$ cat config.mk
export PLATFORM = sky130hd
export DESIGN_NAME = tlc_turnlane
export DESIGN_NICKNAME = d
export VERILOG_FILES = /design/src/rtl/tlc_pkg.sv /design/src/rtl/tlc_tick.sv /design/src/rtl/tlc_timer.sv /design/src/rtl/tlc_seq.sv /design/src/rtl/tlc_decode.sv /design/src/rtl/tlc_turnlane.sv
export SDC_FILE = /design/constraint.sdc
export NUM_CORES = 1
export LEC_CHECK = 0
export ABC_AREA = 0
export BUFFER_PORTS_ARGS = -buffer_cell sky130_fd_sc_hd__buf_4
export CAP_MARGIN = 0
export CORE_MARGIN = 2
export CORE_UTILIZATION = 49
export CTS_CLUSTER_DIAMETER = 60
export DETAILED_ROUTE_END_ITERATION = 8
export GPL_ROUTABILITY_DRIVEN = 0
export GPL_TIMING_DRIVEN = 0
export MAX_ROUTING_LAYER = met4
export PLACE_DENSITY = 0.75
export SLEW_MARGIN = 20
export SYNTH_ARGS = -nofsm -noshare
export SYNTH_HDL_FRONTEND = slang
export SYNTH_SLANG_ARGS = --single-unit
$ cat constraint.sdc
create_clock -name clk -period 1.5 [get_ports clk]
set_input_delay 0 -clock clk [delete_from_list [all_inputs] [get_ports clk]]
set_output_delay 0 -clock clk [all_outputs]
set_load 0.005 [all_outputs]
$ cat src/rtl/tlc_pkg.sv
`timescale 1ns/1ps
package tlc_pkg;

  typedef enum logic [2:0] {
    PH_EWG   = 3'd0,
    PH_EWY   = 3'd1,
    PH_EWLTG = 3'd2,
    PH_EWLTY = 3'd3,
    PH_RED   = 3'd4,
    PH_NSLTG = 3'd5,
    PH_NSLTY = 3'd6
  } phase_e;

  typedef struct packed {
    logic   emg;       // emergency mode active
    logic   flash_on;  // emergency lamps lit this clock
    phase_e phase;     // major phase
    logic   load;      // timer load clock of the phase
  } ctl_t;

  typedef struct packed {
    logic red;
    logic yel;
    logic grn;
    logic ltg;
  } head_t;

  localparam ctl_t CTL_RESET = '{emg: 1'b0, flash_on: 1'b0, phase: PH_EWG, load: 1'b1};

endpackage

$ cat src/rtl/tlc_tick.sv
`timescale 1ns/1ps
module tlc_tick #(
  parameter int TICK_DIV = 1
) (
  input  logic clk,
  input  logic rst,
  input  logic restart,
  output logic tick
);

  generate
    if (TICK_DIV <= 1) begin : g_every_clock
      assign tick = 1'b1;
    end else begin : g_divider
      localparam int CW = $clog2(TICK_DIV);
      localparam logic [CW-1:0] LAST = CW'(TICK_DIV - 1);
      logic [CW-1:0] div_q;

      always_ff @(posedge clk) begin
        if (rst || restart) div_q <= '0;
        else if (div_q == LAST) div_q <= '0;
        else div_q <= div_q + 1'b1;
      end

      assign tick = (div_q == LAST) && !restart;
    end
  endgenerate

endmodule

$ cat src/rtl/tlc_timer.sv
`timescale 1ns/1ps
module tlc_timer #(
  parameter int DUR_W    = 4,
  parameter int TICK_DIV = 1
) (
  input  logic             clk,
  input  logic             rst,
  input  logic             start,
  input  logic [DUR_W-1:0] dur,
  output logic             done
);

  logic             tick;
  logic [DUR_W-1:0] remain_q;

  tlc_tick #(.TICK_DIV(TICK_DIV)) u_tick (
    .clk     (clk),
    .rst     (rst),
    .restart (start),
    .tick    (tick)
  );

  always_ff @(posedge clk) begin
    if (rst) remain_q <= '0;
    else if (start) remain_q <= dur;
    else if (tick && remain_q != '0) remain_q <= remain_q - 1'b1;
  end

  // Expiry is flagged on the tick that takes the count from one to zero.
  assign done = !start && ((remain_q == DUR_W'(1) && tick) || remain_q == '0);

endmodule

$ cat src/rtl/tlc_seq.sv
`timescale 1ns/1ps
module tlc_seq
  import tlc_pkg::*;
(
  input  logic clk,
  input  logic rst,
  input  logic emg_n,
  input  logic ew_req,
  input  logic ns_req,
  input  logic tmr_done,
  output ctl_t ctl
);

  ctl_t ctl_q, ctl_d;

  function automatic phase_e follow(input phase_e p, input logic ew, input logic ns);
    case (p)
      PH_EWG:   follow = PH_EWY;
      PH_EWY:   follow = ew ? PH_EWLTG : PH_RED;
      PH_EWLTG: follow = PH_EWLTY;
      PH_EWLTY: follow = PH_RED;
      PH_RED:   follow = ns ? PH_NSLTG : PH_EWG;
      PH_NSLTG: follow = PH_NSLTY;
      default:  follow = PH_EWG;
    endcase
  endfunction

  always_comb begin
    ctl_d = ctl_q;
    if (!emg_n) begin
      ctl_d.emg      = 1'b1;
      ctl_d.flash_on = ctl_q.emg ? !ctl_q.flash_on : 1'b1;
      ctl_d.load     = 1'b0;
    end else if (ctl_q.emg) begin
      ctl_d = CTL_RESET;
    end else if (ctl_q.load) begin
      ctl_d.load = 1'b0;
    end else if (tmr_done) begin
      ctl_d.phase = follow(ctl_q.phase, ew_req, ns_req);
      ctl_d.load  = 1'b1;
    end
  end

  always_ff @(posedge clk) begin
    if (rst) ctl_q <= CTL_RESET;
    else ctl_q <= ctl_d;
  end

  assign ctl = ctl_q;

endmodule

$ cat src/rtl/tlc_decode.sv
`timescale 1ns/1ps
module tlc_decode
  import tlc_pkg::*;
#(
  parameter int DUR_W   = 4,
  parameter int D_EWG   = 4,
  parameter int D_EWY   = 8,
  parameter int D_RED   = 2,
  parameter int D_TURNG = 10,
  parameter int D_TURNY = 5
) (
  input  ctl_t             ctl,
  output head_t            ns_head,
  output head_t            ew_head,
  output logic             start,
  output logic [DUR_W-1:0] dur
);

  localparam head_t H_RED   = '{red: 1'b1, yel: 1'b0, grn: 1'b0, ltg: 1'b0};
  localparam head_t H_YEL   = '{red: 1'b0, yel: 1'b1, grn: 1'b0, ltg: 1'b0};
  localparam head_t H_GRN   = '{red: 1'b0, yel: 1'b0, grn: 1'b1, ltg: 1'b0};
  localparam head_t H_TGRN  = '{red: 1'b1, yel: 1'b0, grn: 1'b0, ltg: 1'b1};
  localparam head_t H_TYEL  = '{red: 1'b0, yel: 1'b1, grn: 1'b0, ltg: 1'b1};
  localparam head_t H_FLASH = '{red: 1'b1, yel: 1'b1, grn: 1'b0, ltg: 1'b0};
  localparam head_t H_DARK  = '0;

  always_comb begin
    ns_head = H_RED;
    ew_head = H_RED;
    dur     = '0;
    start   = 1'b0;
    if (ctl.emg) begin
      ns_head = ctl.flash_on ? H_FLASH : H_DARK;
      ew_head = ctl.flash_on ? H_FLASH : H_DARK;
    end else begin
      start = ctl.load;
      case (ctl.phase)
        PH_EWG:   begin ew_head = H_GRN;  dur = DUR_W'(D_EWG);   end
        PH_EWY:   begin ew_head = H_YEL;  dur = DUR_W'(D_EWY);   end
        PH_EWLTG: begin ew_head = H_TGRN; dur = DUR_W'(D_TURNG); end
        PH_EWLTY: begin ew_head = H_TYEL; dur = DUR_W'(D_TURNY); end
        PH_NSLTG: begin ns_head = H_TGRN; dur = DUR_W'(D_TURNG); end
        PH_NSLTY: begin ns_head = H_TYEL; dur = DUR_W'(D_TURNY); end
        default:  begin dur = DUR_W'(D_RED); end
      endcase
    end
  end

endmodule

$ cat src/rtl/tlc_turnlane.sv
`timescale 1ns/1ps
module tlc_turnlane
  import tlc_pkg::*;
#(
  parameter int DUR_W    = 4,
  parameter int TICK_DIV = 1,
  parameter int D_EWG    = 4,
  parameter int D_EWY    = 8,
  parameter int D_RED    = 2,
  parameter int D_TURNG  = 10,
  parameter int D_TURNY  = 5
) (
  input  logic             clk,
  input  logic             rst,
  input  logic             ew_turn_req,
  input  logic             ns_turn_req,
  input  logic             emg_n,
  output logic             ns_red,
  output logic             ns_yel,
  output logic             ns_grn,
  output logic             ns_ltg,
  output logic             ew_red,
  output logic             ew_yel,
  output logic             ew_grn,
  output logic             ew_ltg,
  output logic             tmr_start,
  output logic [DUR_W-1:0] tmr_dur
);

  ctl_t  ctl;
  head_t ns_head, ew_head;
  logic  tmr_done;

  tlc_seq u_seq (
    .clk      (clk),
    .rst      (rst),
    .emg_n    (emg_n),
    .ew_req   (ew_turn_req),
    .ns_req   (ns_turn_req),
    .tmr_done (tmr_done),
    .ctl      (ctl)
  );

  tlc_decode #(
    .DUR_W(DUR_W), .D_EWG(D_EWG), .D_EWY(D_EWY), .D_RED(D_RED),
    .D_TURNG(D_TURNG), .D_TURNY(D_TURNY)
  ) u_dec (
    .ctl     (ctl),
    .ns_head (ns_head),
    .ew_head (ew_head),
    .start   (tmr_start),
    .dur     (tmr_dur)
  );

  tlc_timer #(.DUR_W(DUR_W), .TICK_DIV(TICK_DIV)) u_tmr (
    .clk   (clk),
    .rst   (rst),
    .start (tmr_start),
    .dur   (tmr_dur),
    .done  (tmr_done)
  );

  assign {ns_red, ns_yel, ns_grn, ns_ltg} = ns_head;
  assign {ew_red, ew_yel, ew_grn, ew_ltg} = ew_head;

endmodule

==> results.cfg <==
[outcome]
status = finished, final reports clean

[routing]
num_vias = 667
drt_pass1_iterations = 4
routed_via_density = 5.42
ant_nets = 0
drc = 0
initialDrtViolationCount = 5
wire_per_inst_um = 12.0
routed_wl_mm = 1.48

[worst_setup_path]
critPathTopFamily = simple AND/OR/NAND/NOR gates
worst-path-buf-inv = 0
criticalPathCategory = reg -> reg
arrival_ps = 1670
rrSetupSlack_ps = 30
crit_slowest_cell = or4b_4
crit_path_max_fanout = 5
end_kind = flop
worstSetupStartpointType = flop
critical_path.max_stage_delay_ps = 540
required_ps = 1700
path_cells = or4b_4 > nor3_4 > nand3_1 > a31oi_1

[placement]
hpwl_mm = 1.07
placement.io_buffers = 15
dp.cells = 118

[timing]
setup_tns_ps = 0
rsz0062_at_grt = yes
period_share_pct = 97.8
finalHoldViolations = 0
fmaxAchievable_mhz = 682
setup_violations = 0
min_period_ps = 1470
fin_skew_ps = 0.748
final_max_slew_viol_count = 0

[clock_network]
cts_htree_levels = 1
clockRootBuffer = clkbuf_4
post_cts_buffers = 0
clkLatencyLatePin_ps = 270
cts_tree = done
clock_tree.buffer_depth = 2
clkTransAtPathRegs_ps = 70
cts_buffers = 3
numClockSinks = 10

[synthesis]
syn_nets = 95
syn_area_um2 = 673
synth-seq-cells = 10
async_flop_share_pct = 0
syn_avg_cell_area_um2 = 7.65
synth_cell_types = 35
synthesis.instances = 88
ys_seq_area_share_pct = 29.7
ys.flop_type = dfxtp_1
yosys_warnings = 0
synth_edf_count = 0

[job]
drv_cap = 0

[floorplanning]
initial_core_util_pct = 52.4
dieArea_um2 = 1690
io_pins = 18
num_rows = 13
core_area_um2 = 1280
die_x_um = 41.1
die_y_um = 41.1

[global_routing]
grt_pass1_vias = 527
grt_remaining_overflow = 0
grtUsageTotal_pct = 21.1
grt_first_pass_wirelength_mm = 2.16
antenna_found_initial = 0
grt_max_degree = 11

[cells_and_area]
drive_gt1_share_pct = 38.0
syn_to_final_growth_pct = 34.4
nNetsFinal = 116
final_common_cell = buf_4
num_antenna_cells = 0
final_util_pct = 70.4
fin_cells = 123
final_cell_mix = buf_4 (17), nor2_1 (13), dfxtp_1 (7), nand2b_1 (5), a21oi_1 (5)

[min_path]
hold_class = in -> reg

[pwr]
ir_drop_uv = 820
p_per_area_nw_per_um2 = 972
p_total_uw = 880
leakage_nw = 0.393
stage by stage:
step           area (um^2)  hold slack (ps)  worst slack, ps
2_1_floorplan          673             72.4             93.4
3_3_place_gp           805              187            -74.5
3_5_place_dp           805              189            -76.6
4_1_cts                875             35.9             8.03
5_1_grt                905             35.2            -31.4
6_report               905             18.2             33.5
worst min-delay path: stages:
cell	delay (ps)
buf_4	110
nand4_1	70
a31oi_1	60
logic make-up after synthesis:
family | after synthesis | share of synthesized area, %
AND/OR/NAND/NOR | 41 | 34.0
AO/OA/AOI/OAI | 21 | 21.2
buffers and inverters | 10 | 6.88
flip-flops | 10 | 29.7
XOR/XNOR | 3 | 3.90
adder cells (fa/ha/maj) | 2 | 3.72
other | 1 | 0.557
routing by layer:
metal  vias to the layer above  part of all wire, %  global-route usage, %
met2                        11                   46                   32.4
met4                         0                  1.1                   7.50
met1                       308                   48                   23.7
met5                         -                    0                      -
met3                         5                  4.8                   9.78
li1                        343                    -                      -
registers in the layout, summed over array words and instances (netlist names):
| register | count |
|---|---|
| u_seq.ctl | 6 |
| u_tmr.remain_q | 4 |
timing repair:
action,CTS,global route
pin swaps,1,4
gates resized for setup,8,12
hold buffers,1,0
endpoints found under the setup margin,7,10
hold endpoints to repair,2,0
area by class of cell:
| class | count | area (um^2) |
|---|---|---|
| plain buffers | 6 | 36.3 |
| multi-input cells | 68 | 472 |
| well taps | 15 | 18.8 |
| inverters | 4 | 15.0 |
| repair buffers | 16 | 123 |
| clock buffers | 4 | 36.3 |
| fillers | 110 | 380 |
| flip-flops and latches | 10 | 204 |
path summary, 6_finish.rpt:
| path | startpoint | endpoint | cells after the start |
|---|---|---|---|
| worst max-delay path | u_tmr.remain_q[2]$_SDFFE_PP0P_ | u_seq.ctl[3]$_SDFFE_PP0P_ | 4 |
| worst min-delay path | ns_turn_req | u_seq.ctl[3]$_SDFFE_PP0P_ | 3 |
| worst max register to register | u_tmr.remain_q[2]$_SDFFE_PP0P_ | u_seq.ctl[3]$_SDFFE_PP0P_ | 4 |
| worst min register to register | u_seq.ctl[4]$_SDFFE_PP0P_ | u_seq.ctl[4]$_SDFFE_PP0P_ | 1 |
synthesized netlist by cell type (3+ instances only):
master / instances / area share [%]
a211oi_1: 5 / 5.6
a21oi_1: 6 / 4.5
clkbuf_1: 3 / 1.7
dfxtp_1: 10 / 30
inv_1: 3 / 1.7
nand2_1: 3 / 1.7
nand2b_1: 6 / 5.6
nor2_1: 15 / 8.4
nor2b_1: 5 / 4.6
power by group:
part | switching (mW) | total (mW) | internal (mW)
registers | 0.0275 | 0.322 | 0.295
clock network | 0.100 | 0.248 | 0.148
logic | 0.148 | 0.309 | 0.161
No activity file was read; power rests on OpenSTA's default activity.
